## src/rtl/esc_pkg.sv

```systemverilog
`timescale 1ns/1ps
package esc_pkg;
  localparam logic [7:0] WAIT_OPC = 8'h9B;

  typedef enum logic {ST_OPC, ST_MODRM} dec_state_e;

  typedef struct packed {
    logic [2:0] opc;
    logic [7:0] modrm;
  } cop_word_t;

  function automatic logic is_esc(input logic [7:0] b);
    return b[7:3] == 5'b11011;
  endfunction

  // forms that must never wait on busy
  function automatic logic no_wait_form(input logic [2:0] opc, input logic [7:0] modrm);
    logic mem_f;
    logic [2:0] sub;
    logic r;
    mem_f = (modrm[7:6] != 2'b11);
    sub   = modrm[5:3];
    case (opc)
      3'd3:    r = (modrm == 8'hE2) || (modrm == 8'hE3);
      3'd7:    r = (modrm == 8'hE0);
      3'd5:    r = mem_f && (sub == 3'd7);
      3'd1:    r = mem_f && (sub == 3'd6 || sub == 3'd7);
      default: r = 1'b0;
    endcase
    return r;
  endfunction
endpackage

```

## src/rtl/esc_msw_reg.sv

```systemverilog
`timescale 1ns/1ps
module esc_msw_reg #(
  parameter int MSW_W  = 16,
  parameter int EM_BIT = 2
) (
  input  logic             clk_i,
  input  logic             rst_ni,
  input  logic             wr_i,
  input  logic [MSW_W-1:0] data_i,
  output logic [MSW_W-1:0] msw_o,
  output logic             em_o
);
  always_ff @(posedge clk_i or negedge rst_ni) begin
    if (!rst_ni)   msw_o <= '0;
    else if (wr_i) msw_o <= data_i;
  end

  assign em_o = msw_o[EM_BIT];


  msw_load_chk: assert property (@(posedge clk_i) disable iff (!rst_ni)
    wr_i |=> msw_o == $past(data_i));
endmodule

```

## src/rtl/esc_gate.sv

```systemverilog
`timescale 1ns/1ps
module esc_gate
  import esc_pkg::*;
(
  input  dec_state_e state_i,
  input  logic [2:0] opc_i,
  input  logic [7:0] byte_i,
  input  logic       valid_i,
  input  logic       em_i,
  input  logic       present_i,
  input  logic       busy_i,
  output logic       ready_o,
  output logic       stall_o
);
  always_comb begin
    if (state_i == ST_MODRM)
      ready_o = em_i | ~present_i | ~busy_i | no_wait_form(opc_i, byte_i);
    else
      ready_o = ~((byte_i == WAIT_OPC) & busy_i);
    stall_o = valid_i & ~ready_o;
  end
endmodule

```

## src/rtl/esc_seq.sv

```systemverilog
`timescale 1ns/1ps
module esc_seq
  import esc_pkg::*;
#(
  parameter int VEC_W     = 8,
  parameter int FAULT_VEC = 7
) (
  input  logic             clk_i,
  input  logic             rst_ni,
  input  logic [7:0]       byte_i,
  input  logic             valid_i,
  input  logic             ready_i,
  input  logic             em_i,
  input  logic             present_i,
  input  logic             busy_i,
  output dec_state_e       state_o,
  output logic [2:0]       opc_o,
  output logic             strobe_o,
  output cop_word_t        cop_o,
  output logic             mem_req_o,
  output logic             fault_o,
  output logic [VEC_W-1:0] vec_o
);
  localparam logic [VEC_W-1:0] VEC = VEC_W'(FAULT_VEC);

  logic accept, fire, fwd;

  assign accept = valid_i & ready_i;
  assign fire   = accept & (state_o == ST_MODRM);
  assign fwd    = fire & ~em_i & present_i;

  always_ff @(posedge clk_i or negedge rst_ni) begin
    if (!rst_ni) begin
      state_o   <= ST_OPC;
      opc_o     <= '0;
      strobe_o  <= 1'b0;
      cop_o     <= '0;
      mem_req_o <= 1'b0;
      fault_o   <= 1'b0;
      vec_o     <= '0;
    end else begin
      if (accept) begin
        if (state_o == ST_OPC && is_esc(byte_i)) begin
          state_o <= ST_MODRM;
          opc_o   <= byte_i[2:0];
        end else begin
          state_o <= ST_OPC;
        end
      end
      strobe_o  <= fwd;
      mem_req_o <= fwd & (byte_i[7:6] != 2'b11);
      fault_o   <= fire & em_i;
      vec_o     <= (fire & em_i) ? VEC : '0;
      if (fire) cop_o <= '{opc: opc_o, modrm: byte_i};
    end
  end


  fault_excl_chk: assert property (@(posedge clk_i) disable iff (!rst_ni)
    fault_o |-> !strobe_o && !mem_req_o);

  fault_vec_chk: assert property (@(posedge clk_i) disable iff (!rst_ni)
    fault_o |-> vec_o == VEC);

  mem_req_chk: assert property (@(posedge clk_i) disable iff (!rst_ni)
    mem_req_o |-> strobe_o);

  strobe_pulse_chk: assert property (@(posedge clk_i) disable iff (!rst_ni)
    strobe_o |=> !strobe_o);

  wait_sync_chk: assert property (@(posedge clk_i) disable iff (!rst_ni)
    (accept && state_o == ST_OPC && byte_i == WAIT_OPC) |-> !busy_i);

  absent_flow_chk: assert property (@(posedge clk_i) disable iff (!rst_ni)
    (valid_i && state_o == ST_MODRM && !present_i) |-> ready_i);

  esc_hold_chk: assert property (@(posedge clk_i) disable iff (!rst_ni)
    (fire && present_i && !em_i && !no_wait_form(opc_o, byte_i)) |-> !busy_i);
endmodule

```

## src/rtl/esc_decode.sv

```systemverilog
`timescale 1ns/1ps
module esc_decode
  import esc_pkg::*;
#(
  parameter int MSW_W     = 16,
  parameter int EM_BIT    = 2,
  parameter int VEC_W     = 8,
  parameter int FAULT_VEC = 7
) (
  input  logic             clk_i,
  input  logic             rst_ni,
  input  logic [7:0]       byte_i,
  input  logic             byte_valid_i,
  output logic             byte_ready_o,
  output logic             stall_o,
  input  logic             msw_wr_i,
  input  logic [MSW_W-1:0] msw_data_i,
  output logic [MSW_W-1:0] msw_o,
  input  logic             cop_present_i,
  input  logic             cop_busy_i,
  output logic             cop_strobe_o,
  output logic [10:0]      cop_op_o,
  output logic             mem_req_o,
  output logic             fault_o,
  output logic [VEC_W-1:0] fault_vec_o
);
  logic       em;
  dec_state_e state;
  logic [2:0] opc;
  cop_word_t  cop_w;

  esc_msw_reg #(.MSW_W(MSW_W), .EM_BIT(EM_BIT)) u_msw (
    .clk_i(clk_i), .rst_ni(rst_ni), .wr_i(msw_wr_i), .data_i(msw_data_i),
    .msw_o(msw_o), .em_o(em)
  );

  esc_gate u_gate (
    .state_i(state), .opc_i(opc), .byte_i(byte_i), .valid_i(byte_valid_i),
    .em_i(em), .present_i(cop_present_i), .busy_i(cop_busy_i),
    .ready_o(byte_ready_o), .stall_o(stall_o)
  );

  esc_seq #(.VEC_W(VEC_W), .FAULT_VEC(FAULT_VEC)) u_seq (
    .clk_i(clk_i), .rst_ni(rst_ni), .byte_i(byte_i), .valid_i(byte_valid_i),
    .ready_i(byte_ready_o), .em_i(em), .present_i(cop_present_i),
    .busy_i(cop_busy_i), .state_o(state), .opc_o(opc), .strobe_o(cop_strobe_o),
    .cop_o(cop_w), .mem_req_o(mem_req_o), .fault_o(fault_o), .vec_o(fault_vec_o)
  );

  assign cop_op_o = cop_w;


  stall_def_chk: assert property (@(posedge clk_i) disable iff (!rst_ni)
    stall_o |-> byte_valid_i && !byte_ready_o);
endmodule

```

## config.mk

```make
export PLATFORM = sky130hd
export DESIGN_NAME = esc_decode
export DESIGN_NICKNAME = d
export VERILOG_FILES = /design/src/rtl/esc_pkg.sv /design/src/rtl/esc_msw_reg.sv /design/src/rtl/esc_gate.sv /design/src/rtl/esc_seq.sv /design/src/rtl/esc_decode.sv
export SDC_FILE = /design/constraint.sdc
export NUM_CORES = 1
export LEC_CHECK = 0
export ABC_CLOCK_PERIOD_IN_PS = 2600
export BUFFER_PORTS_ARGS = -buffer_cell sky130_fd_sc_hd__buf_2
export CAP_MARGIN = 20
export CORE_ASPECT_RATIO = 1.1
export CORE_MARGIN = 2
export CORE_UTILIZATION = 25
export DETAILED_ROUTE_END_ITERATION = 16
export GPL_ROUTABILITY_DRIVEN = 0
export SYNTH_ARGS = -nofsm -noshare
export SYNTH_HDL_FRONTEND = slang
export SYNTH_HIERARCHICAL = 1
export SYNTH_SLANG_ARGS = --single-unit
```

## constraint.sdc

```tcl
create_clock -name clk_i -period 2.6 [get_ports clk_i]
set_clock_uncertainty 0.05 [all_clocks]
set_input_delay 0.13 -clock clk_i [delete_from_list [all_inputs] [get_ports clk_i]]
set_output_delay 0.13 -clock clk_i [all_outputs]
set_load 0.01 [all_outputs]
```

==> results by group, run 1 <==
Die
  – Die area: 6810 sq um
  – Core ar.: 6080 sq um
  – Die extent in x: 78.9 um
  – I/O pin total: 70
  – Core Rows: 30
  – DIE HEIGHT: 86.4 um
  – Starting density of the core: 25.3%

Pwr
  – Sw frac: 26.2%
  – Logic pwr share: 18.9%
  – Clock share of power: 31.2%
  – Power Internal: 945 uW
  – Lkg Pwr: 0.00102 uW
  – Net Sw Power: 335 uW
  – Share of power burned in registers: 49.9%
  – Max VDD drop: 0.214 mV
  – PD cells: 642 nW/um^2

Drt
  – DRC errors left: 0
  – Remaining antenna violation count: 0
  – Initial drt markers: 37
  – Final wirelength: 3.16 mm
  – DRT Pass-1 Iters: 4
  – Vias post-DR: 1052
  – DR vias/cell: 4.17
  – Drt wl/cell: 12.5 um

Worst setup path
  – Top Family by Delay on Critical Path: simple AND/OR/NAND/NOR gates
  – Slowest-stage cell, CP: dfrtp_1
  – Kind of critical path: flip-flop to flip-flop
  – Crit path buffers/inverters: 0
  – Crit path from: u_seq/opc_o[2]
  – CP required: 2720 ps
  – Cell chain of the critical path: nor3b_2 > o2111ai_1 > a22oi_1 > nand2b_1 > nand4_2 > nor4_4 > mux2_2
  – Crit-path max cell delay: 390 ps
  – CP Launch Type: flip-flop
  – Crit end category: flip-flop
  – WP data arrival: 2270 ps
  – Reg2reg start: u_seq/opc_o[2]
  – Crit Path Max Fanout: 5

Clocking
  – CTS Root Cell: clkbuf_8
  – Worst skew pair latency: 290 ps
  – Htree depth: 2
  – Clock sink count: 34
  – CTS clk-pin slew, worst paths: 70 ps
  – Post_cts resized: 0
  – TritonCTS clock tree: yes
  – TritonCTS Buffers: 5
  – Clock Path Buffers: 2

STA
  – Final setup viols: 0
  – Slew HR: 47.8%
  – Max Freq: 0.464 GHz
  – Least-Margin Pin Slew: 782 ps
  – Final min period: 2160 ps
  – Max-slew violation count: 0
  – RSZ-0062 raised after global routing: no
  – Final worst slack: 445 ps
  – Setup TNS: 0 ps
  – Fin. Hold Viols: 0
  – Post-route clock period utilization: 82.9%

Run status
  – Outcome: finished clean

Global routing
  – Initial antenna violation count: 0
  – Total GRT Usage: 9.81%
  – Largest net degree at the start of global routing: 35
  – Vias in the first global route: 1039
  – First-pass GRT wire length: 5.00 mm
  – Total gr overflow: 0

Run
  – MaxCap Viol Count: 0

Synthesis
  – Cells after Synth: 105
  – Synth Area per Inst: 14.7 sq um
  – Yosys cell types: 28
  – #FFs+latches synth: 34
  – Register area share after synthesis: 55.2%
  – Netlist Area Pre-Place: 1540 sq um
  – Syn. warnings: 6

Placed design
  – Port Buffers: 64
  – Detail Placement HPWL: 2.24 mm
  – Place WS: 430 ps

Final layout
  – Layout cells sized above 1: 62.2%
  – Area grow syn2layout: 29.2%
  – Nets: 201
  – Antenna diodes: 0

Worst hold path
  – HP Class: input port to flip-flop
  – Worst Min Path Start: msw_data_i[3]
-- Yosys cell counts --
| cell | instances | area [sq um] |
|---|---|---|
| nand3_2 | 1 | 10.0 |
| a21boi_0 | 1 | 7.51 |
| buf_2 | 1 | 5.00 |
| nand4_2 | 1 | 12.5 |
| a21o_2 | 1 | 8.76 |
| nand2b_1 | 2 | 12.5 |
| mux2_4 | 10 | 150 |
| a41oi_1 | 1 | 8.76 |
| dfrtp_1 | 34 | 851 |
| nand2_1 | 4 | 15.0 |
| nor4_4 | 1 | 21.3 |
| nor3b_2 | 1 | 12.5 |
| buf_4 | 9 | 67.6 |
| mux2_2 | 20 | 225 |
| a22oi_1 | 1 | 7.51 |
| inv_1 | 3 | 11.3 |
| nor2_1 | 2 | 7.51 |
| buf_12 | 1 | 20.0 |
| nand4bb_1 | 1 | 11.3 |
| o21ai_0 | 2 | 10.0 |
| nand3b_1 | 1 | 7.51 |
| buf_6 | 1 | 11.3 |
| nor3b_1 | 1 | 7.51 |
| conb_1 | 1 | 3.75 |
| nand4b_1 | 1 | 8.76 |
| nor2b_1 | 1 | 6.26 |
| o2111ai_1 | 1 | 8.76 |
| and4bb_1 | 1 | 12.5 |
-- per-layer routing --
metal | wire length, um | track usage (%) | up-vias
met5 | 0 | 0 | -
met2 | 1470 | 15.7 | 44
met4 | 60 | 4.23 | 0
met1 | 1360 | 11.6 | 513
met3 | 269 | 4.06 | 5
li1 | - | - | 490
-- what timing repair did --
item	in CTS	in global routing
hold buffers	1	1
setup buffers	0	0
hold endpoints to repair	34	1
-- cell type report --
class / instances / area (sq um)
inverter: 3 / 11.3
tap: 80 / 100
fill: 637 / 4090
clock buffer: 7 / 86.3
timing repair buffer: 67 / 348
multi-input combinational: 60 / 591
clock inverter: 1 / 5.00
sequential: 34 / 851
-- registers in the layout (all words and copies together), names as in the netlist --
| name | cells |
|---|---|
| u_seq/mem_req_o | 1 |
| u_seq/strobe_o | 1 |
| u_seq/cop_o | 11 |
| u_seq/state_o | 1 |
| u_msw/msw_o | 16 |
| u_seq/opc_o | 3 |
| u_seq/vec_o | 1 |
-- worst paths after layout --
path                                  end  slack, ps  cells past startpoint
max                        u_seq/opc_o[1]        440                      7
min                        u_msw/msw_o[3]         20                      2
min reg2reg                u_seq/cop_o[2]        450                      1
max reg2reg                u_seq/opc_o[1]        440                      7
max in group asynchronous  u_seq/vec_o[0]       1590                      2
min in group asynchronous  u_msw/msw_o[8]        420                      2
-- cells by family (layout without fill, tap and decap cells) --
logic type | after synthesis | count (layout) | share of synthesized area, %
other cells | 1 | 5 | 0.243
compound gates | 7 | 7 | 3.33
simple gates | 18 | 18 | 9.42
mux | 30 | 30 | 24.4
buf+inv | 15 | 78 | 7.47
flops | 34 | 34 | 55.2
-- stage by stage --
step | cell area [sq um] | hold slack, ps | power [uW] | cells | utilization (%)
floorplan | 1560 | -216 | 786 | 109 | -
global placement | 1880 | 201 | 890 | 242 | 30.9
detailed placement | 1880 | 205 | 892 | 242 | 30.9
CTS | 1980 | 7.42 | 1310 | 251 | 32.6
global route | 1990 | 2.52 | 1360 | 252 | 32.8
finish | 1990 | 20.5 | 1280 | 252 | 32.8
-- placed cells by master (no fill, tap or decap), drive strengths merged, types with 2 or more instances in the layout --
cell / Yosys / routed
nand2b: 2 / 2
inv: 3 / 3
dfrtp: 34 / 34
nor2: 2 / 2
buf: 12 / 65
nand2: 4 / 4
conb: 1 / 5
nor3b: 2 / 2
dlygate4sd3: 0 / 2
mux2: 30 / 30
o21ai: 2 / 2
clkbuf: 0 / 7
-- power groups by stage --
stage                     registers (uW)  logic (uW)  clock network [uW]
after floorplan                      675         111                   0
after global placement               648         242                   0
after detailed placement             648         244                   0
after CTS                            639         245                 425
after global routing                 648         264                 449
final                                639         242                 399
Note: power is estimated with default switching activity, not from simulation.
==> inputs of run 2 (changes only) <==
--- a/config.mk
+++ b/config.mk
@@ -5,7 +5,8 @@
 export SDC_FILE = /design/constraint.sdc
 export NUM_CORES = 1
 export LEC_CHECK = 0
-export ABC_CLOCK_PERIOD_IN_PS = 2600
+export ABC_AREA = 1
+export ABC_CLOCK_PERIOD_IN_PS = 1800
 export BUFFER_PORTS_ARGS = -buffer_cell sky130_fd_sc_hd__buf_2
 export CAP_MARGIN = 20
 export CORE_ASPECT_RATIO = 1.1
==> constraint.sdc (replaced) <==
create_clock -name clk_i -period 1.8 [get_ports clk_i]
set_clock_uncertainty 0.05 [all_clocks]
set_input_delay 0.09 -clock clk_i [delete_from_list [all_inputs] [get_ports clk_i]]
set_output_delay 0.09 -clock clk_i [all_outputs]
set_load 0.01 [all_outputs]
==> run 2 against run 1 <==
Clock power grew 70%. Critical path depth grew 5. Flip-flop and latch count is the same. Combinational power grew 55%. Non-clock buffer count grew 15. Sequential share of layout area shrank 3.7 points. Worst setup slack lost 280 ps. Critical endpoint is now u_seq/cop_o[5]. Register-to-register slack lost 280 ps. Utilization grew 2.7 points. Die area grew 3.0%. First-iteration DRC count grew 76%. Synthesized area grew 3.2%. Largest power group unchanged.
==> results by group, run 2 <==
Clocking
  – CTS clk-pin slew, worst paths: 70 ps (about the same)
  – TritonCTS Buffers: 5 (unchanged)
  – TritonCTS clock tree: yes
  – Clock sink count: 34 (unchanged)
  – Worst skew pair latency: 280 ps (about the same)
  – CTS Root Cell: clkbuf_8
  – Htree depth: 2 (unchanged)
  – Clock Path Buffers: 2 (unchanged)

Drt
  – Drt wl/cell: 10.9 um (-13%)
  – Final wirelength: 3.72 mm (+18%)
  – Initial drt markers: 65 (+76%)
  – Vias post-DR: 1372 (+30%)
  – DRT Pass-1 Iters: 4 (unchanged)
  – DRC errors left: 0 (unchanged)
  – DR vias/cell: 4.00 (-4.2%)
  – Remaining antenna violation count: 0 (unchanged)

Synthesis
  – Synth cell count leaders: nand2_1 (83), dfrtp_1 (34), nand3_1 (15), buf_4 (11), nand2_2 (8)
  – Syn. warnings: 6 (unchanged)
  – Most common cell in the netlist: nand2_1
  – Yosys top cell area share: 53.5% (-1.7 points)
  – Yosys cell types: 22 (-21%)
  – Netlist Area Pre-Place: 1590 sq um (+3.2%)
  – #FFs+latches synth: 34 (unchanged)
  – EDFF count, synth: 0 (unchanged)
  – Synth top area cells: dfrtp_1 (54%), nand2_1 (20%), buf_4 (5.2%), nand3_1 (4.7%), nand2_2 (3.1%)
  – Register area share after synthesis: 53.5% (-1.7 points)
  – Synth Area per Inst: 8.64 sq um (-41%)
  – Yosys top cell by area: dfrtp_1
  – Cells after Synth: 184 (+75%)
  – Ys async rst share: 100% (unchanged)
  – Predominant post-synthesis flop cell: dfrtp_1

Global routing
  – Initial antenna violation count: 0 (unchanged)
  – Largest net degree at the start of global routing: 35 (unchanged)
  – Met3 Usage GRT: 4.33% (+0.27 points)
  – Met1 GRT Util: 13.2% (+1.6 points)
  – First-pass GRT wire length: 5.87 mm (+18%)
  – Met2 Usage GRT: 16.9% (+1.2 points)
  – Total GRT Usage: 11.0% (+1.1 points)
  – GR peak layer: met2
  – Vias in the first global route: 1278 (+23%)
  – Total gr overflow: 0 (unchanged)

Worst setup path
  – Crit path depth: 12 (+5)
  – Crit Path Max Fanout: 15 (+10)
  – Kind of critical path: flip-flop to flip-flop
  – Crit path buffers/inverters: 1 (+1)
  – Critical Path Most Common Cell: nand2_1
  – R2R Path End: u_seq/cop_o[5]
  – Crit-path max cell delay: 410 ps (+20 ps)
  – Cell chain of the critical path: nand2_1 > nand3_1 > a21oi_1 > nand2_1 > nand2_1 > nand2_1 > nand2_2 > nand2_1 > inv_4 > nand2_4 > nand2_1 > o21ai_0
  – Top Family by Delay on Critical Path: simple AND/OR/NAND/NOR gates
  – FF-to-FF path depth: 12 (+5)
  – Crit end category: flip-flop
  – WP data arrival: 1750 ps (-520 ps)
  – Reg2reg start: u_seq/opc_o[2]
  – Worst reg2reg setup slack: 160 ps (-280 ps)
  – Slowest-stage cell, CP: dfrtp_1
  – CP required: 1920 ps (-800 ps)
  – CP Launch Type: flip-flop

Die
  – Starting density of the core: 25.8% (+0.48 points)
  – Core ar.: 6160 sq um (+1.2%)
  – Die area: 7020 sq um (+3.0%)
  – I/O pin total: 70 (unchanged)
  – DIE HEIGHT: 87.7 um (+1.5%)
  – Die extent in x: 80.0 um (+1.5%)
  – Core Rows: 30 (unchanged)

Placed design
  – DP Cell Count: 318 (+31%)
  – Port Buffers: 64 (unchanged)
  – Detail Placement HPWL: 2.71 mm (+21%)

STA
  – Post-route clock period utilization: 90.8% (+7.9 points)
  – Max Freq: 0.612 GHz (+32%)
  – Max-slew violation count: 0 (unchanged)
  – Final min period: 1640 ps (-520 ps)
  – Fin. Hold Viols: 0 (unchanged)
  – Setup TNS: 0 ps (unchanged)
  – Final setup viols: 0 (unchanged)
  – RSZ-0062 raised after global routing: no
  – Least-Margin Pin Slew: 756 ps (-26.6 ps)
  – Slew HR: 49.6% (+1.8 points)

Final layout
  – Most frequent cells in the layout: nand2_1 (83), buf_2 (64), dfrtp_1 (34)
  – Area grow syn2layout: 37.1%
  – Max FFs per register: 16 (unchanged)
  – Layout cells sized above 1: 34.2% (-28 points)
  – Antenna diodes: 0 (unchanged)
  – Final std cells w/o fill: 343 (+36%)
  – Top Registers: u_msw/msw_o x16, u_seq/cop_o x11, u_seq/opc_o x3
  – Nets: 292 (+45%)
  – Reg with most FFs: u_msw/msw_o
  – Commonest non-fill, non-tap cell in the layout: nand2_1

Worst hold path
  – Hold Path Stages: 3 (+1)
  – WHS Endpoint: u_seq/cop_o[3]
  – HP Class: input port to flip-flop
  – Worst Min Path Start: byte_i[3]

Run status
  – Outcome: finished clean

Pwr
  – Share of power burned in registers: 46.9% (-3.0 points)
  – Logic pwr share: 18.8% (about the same)
  – Max VDD drop: 0.315 mV (+47%)
  – Net Sw Power: 540 uW (+61%)
  – PD cells: 911 nW/um^2 (+42%)
  – Sw frac: 27.2% (+1.0 points)
  – Clock share of power: 34.2% (+3.0 points)
  – Lkg Pwr: 0.00123 uW (+21%)
  – Power Internal: 1450 uW (+53%)

Run
  – MaxCap Viol Count: 0 (unchanged)
run 2: cell families after synthesis:
group           share of synthesized area, %
compound gates                          1.26
buf+inv                                 11.3
flops                                   53.5
other cells                            0.236
simple gates                            33.8
run 2: per-stage QoR:
stage / cell area, sq um / worst slack, ps / total power (uW) / hold WS (ps) / util, %
6_report: 2180 / 165 / 1990 / 24.3 / 35.4
5_1_grt: 2180 / 7.32 / 2120 / 34.6 / 35.4
4_1_cts: 2170 / 85.3 / 2030 / 20.5 / 35.3
3_5_place_dp: 1900 / 86.3 / 1300 / 173 / 30.8
3_3_place_gp: 1900 / 177 / 1300 / 165 / 30.8
2_1_floorplan: 1610 / 303 / 1140 / -256 / -
run 2: worst max-delay path by stage:
stage / slack [ps] / to / startpoint
after floorplan: 300 / u_seq/cop_o[10] / u_seq/opc_o[2]
after global placement: 180 / u_seq/mem_req_o / u_seq/opc_o[2]
after detailed placement: 90 / u_seq/mem_req_o / u_seq/opc_o[2]
after CTS: 90 / u_seq/mem_req_o / u_seq/opc_o[2]
after global routing: 7 / u_seq/cop_o[5] / u_seq/opc_o[2]
final: 160 / u_seq/cop_o[5] / u_seq/opc_o[2]
run 2: layout make-up:
| class | instances | area [sq um] |
|---|---|---|
| fill | 657 | 3980 |
| sequential | 34 | 851 |
| multi-input combinational | 129 | 581 |
| timing repair buffer | 82 | 498 |
| tap | 80 | 100 |
| clock buffer | 7 | 76.3 |
| inverter | 10 | 45.0 |
| clock inverter | 1 | 30.0 |
run 2: worst min-delay path: cells and delay by family:
| kind | cells | cell delay, ps |
|---|---|---|
| buffers and inverters | 1 | 100 |
| and+or+nand+nor | 2 | 140 |
run 2: layer usage:
layer | up-vias | wire length, um
li1 | 707 | -
met1 | 618 | 1600
met2 | 42 | 1750
met3 | 5 | 290
met4 | 0 | 81
met5 | - | 0
run 2: repair_timing:
action / CTS / global route
hold endpoints to repair: 50 / 0
endpoints found under the setup margin: 0 / 10
hold buffers: 17 / 0
buffers inserted: 0 / 0
gates resized for setup: 0 / 2
run 2: power by group through the flow:
stage / combinational (uW) / clock, uW / sequential [uW]
6_report: 374 / 680 / 932
5_1_grt: 425 / 744 / 947
4_1_cts: 382 / 714 / 934
3_5_place_dp: 354 / 0 / 946
3_3_place_gp: 352 / 0 / 945
2_1_floorplan: 156 / 0 / 982
==> inputs of run 3 (changes only) <==
--- a/config.mk
+++ b/config.mk
@@ -7,7 +7,7 @@
 export LEC_CHECK = 0
 export ABC_AREA = 1
 export ABC_CLOCK_PERIOD_IN_PS = 1800
-export BUFFER_PORTS_ARGS = -buffer_cell sky130_fd_sc_hd__buf_2
+export BUFFER_PORTS_ARGS = -buffer_cell sky130_fd_sc_hd__buf_4
 export CAP_MARGIN = 20
 export CORE_ASPECT_RATIO = 1.1
 export CORE_MARGIN = 2
==> run 3 against run 2 <==
Flip-flop and latch count unchanged. Fmax up 2.1%. Clock power up 24%. Combinational power up 20%. Die area unchanged. Hold slack worse by 8.6 ps. Worst setup slack better by 33 ps. Non-clock buffer count up 2. Count of clock-buffer cells in the layout down 2. Largest cell class unchanged. Largest power group unchanged. Highest routed layer unchanged.
==> results by group, run 3 (synthesis gave the netlist of run 2 again) <==
Run status
  – Outcome: finished clean

Die
  – Core ar.: 6160 sq um (unchanged)
  – Core Rows: 30 (unchanged)
  – DIE HEIGHT: 87.7 um (unchanged)
  – Starting density of the core: 25.8% (unchanged)
  – I/O pin total: 70 (unchanged)
  – Die extent in x: 80.0 um (unchanged)
  – Die area: 7020 sq um (unchanged)

Clocking
  – CTS clk-pin slew, worst paths: 70 ps (about the same)
  – CTS Root Cell: clkbuf_8
  – Worst skew pair latency: 280 ps (about the same)
  – Clock sink count: 34 (unchanged)
  – TritonCTS clock tree: yes
  – TritonCTS Buffers: 5 (unchanged)
  – Htree depth: 2 (unchanged)
  – Clock Path Buffers: 2 (unchanged)

Final layout
  – Commonest non-fill, non-tap cell in the layout: nand2_1
  – Max FFs per register: 16 (unchanged)
  – Reg with most FFs: u_msw/msw_o
  – Fillcell total: 652 (-0.76%)
  – Area grow syn2layout: 50.4%
  – Antenna diodes: 0 (unchanged)
  – Nets: 294 (+0.68%)
  – Top Registers: u_msw/msw_o x16, u_seq/cop_o x11, u_seq/opc_o x3
  – Most frequent cells in the layout: nand2_1 (83), buf_4 (67), dfrtp_1 (34)
  – Layout cells sized above 1: 35.5% (+1.3 points)

Global routing
  – First-pass GRT wire length: 6.30 mm (+7.3%)
  – Largest net degree at the start of global routing: 35 (unchanged)
  – Total GRT Usage: 11.7% (+0.79 points)
  – Total gr overflow: 0 (unchanged)
  – Vias in the first global route: 1337 (+4.6%)
  – Initial antenna violation count: 0 (unchanged)

Worst setup path
  – CP required: 1930 ps (about the same)
  – Slowest-stage cell, CP: dfrtp_1
  – Kind of critical path: flip-flop to flip-flop
  – Crit-path max cell delay: 410 ps (about the same)
  – CP Launch Type: flip-flop
  – Crit end category: flip-flop
  – Top Family by Delay on Critical Path: simple AND/OR/NAND/NOR gates
  – Crit path buffers/inverters: 0 (-1)
  – WP data arrival: 1730 ps (-20 ps)
  – Critical Path Most Common Cell: nand2_1
  – Crit Path Max Fanout: 5 (-10)
  – Cell chain of the critical path: nand2_1 > nand3_1 > a21oi_1 > nand2_1 > nand2_1 > nand2_1 > nand2_2 > nand2_1 > nor2_4 > nand2_2 > nand2_1 > nand2_1

Pwr
  – PD cells: 934 nW/um^2 (+2.5%)
  – Lkg Pwr: 0.00130 uW (+5.4%)
  – Design Power: 2230 uW (+12%)
  – Max VDD drop: 0.297 mV (-5.7%)

STA
  – Max-slew violation count: 0 (unchanged)
  – Final setup viols: 0 (unchanged)
  – Final min period: 1600 ps (-32.9 ps)
  – Max Freq: 0.624 GHz (+2.1%)
  – Post-route clock period utilization: 89.0% (-1.8 points)
  – Fin. Hold Viols: 0 (unchanged)
  – Setup TNS: 0 ps (unchanged)

Drt
  – Initial drt markers: 114 (+75%)
  – DRT Pass-1 Iters: 4 (unchanged)
  – Vias post-DR: 1392 (+1.5%)
  – Final wirelength: 4.03 mm (+8.1%)
  – DRC errors left: 0 (unchanged)
  – Drt wl/cell: 11.7 um (+7.5%)
  – Remaining antenna violation count: 0 (unchanged)
  – DR vias/cell: 4.03 (+0.87%)

Placed design
  – Detail Placement HPWL: 2.81 mm (+3.9%)
  – Port Buffers: 64 (unchanged)

Run
  – MaxCap Viol Count: 0 (unchanged)

Worst hold path
  – HP Class: input port to flip-flop
## run 3: worst paths after layout
kind,start,endpoint,slack [ps],cells after the start
hold / removal,byte_i[3],u_seq/cop_o[3],20,3
setup reg to reg,u_seq/opc_o[2],u_seq/opc_o[1],200,12
setup / recovery,u_seq/opc_o[2],u_seq/opc_o[1],200,12
hold reg to reg,u_seq/cop_o[7],u_seq/cop_o[7],430,2
min in group asynchronous,rst_ni,u_seq/opc_o[2],230,2
max in group asynchronous,rst_ni,u_seq/cop_o[6],1150,2
## run 3: stage by stage
step | utilization [%] | hold WS, ps | setup slack (ps) | std cells | cell area [sq um]
final | 38.9 | 15.8 | 198 | 345 | 2390
after global routing | 38.9 | 23.2 | -3.52 | 345 | 2390
after CTS | 38.5 | 16.1 | 109 | 344 | 2370
after detailed placement | 33.5 | 24.4 | 126 | 319 | 2060
after global placement | 33.5 | 23.8 | 177 | 319 | 2060
after floorplan | - | -256 | 303 | 188 | 1610
## run 3: metal layers
layer / vias up / wire length, um / GRT usage [%]
li1: 711 / - / -
met1: 638 / 1810 / 14.9
met2: 36 / 1890 / 18.4
met3: 7 / 258 / 3.81
met4: 0 / 73 / 5.08
met5: - / 0 / 0
## run 3: power breakdown
| group | internal [uW] | switching [uW] | total (uW) |
|---|---|---|---|
| registers | 867 | 73.2 | 940 |
| clock network | 555 | 290 | 845 |
| logic | 232 | 217 | 449 |
## run 3: cell type report
| type | count | area, sq um | share of cell area, % |
|---|---|---|---|
| clock buffers | 5 | 68.8 | 2.88 |
| well taps | 80 | 100 | 4.18 |
| multi-input cells | 129 | 586 | 24.5 |
| inverters | 10 | 45.0 | 1.88 |
| clock inverters | 3 | 68.8 | 2.88 |
| repair buffers | 84 | 673 | 28.1 |
| flip-flops and latches | 34 | 851 | 35.6 |
## run 3: timing repair
item / 4_1_cts / 5_1_grt
hold endpoints to repair: 50 / 0
gates resized for setup: 0 / 3
endpoints found under the setup margin: 0 / 12
buffers inserted: 0 / 1
hold buffers: 17 / 0
## run 3: worst reg2reg max path: cells and delay by family, from the launching register on
| kind | cells | cell delay, ps |
|---|---|---|
| and+or+nand+nor | 11 | 920 |
| DFF | 1 | 410 |
| AOI/OAI and AO/OA | 1 | 120 |
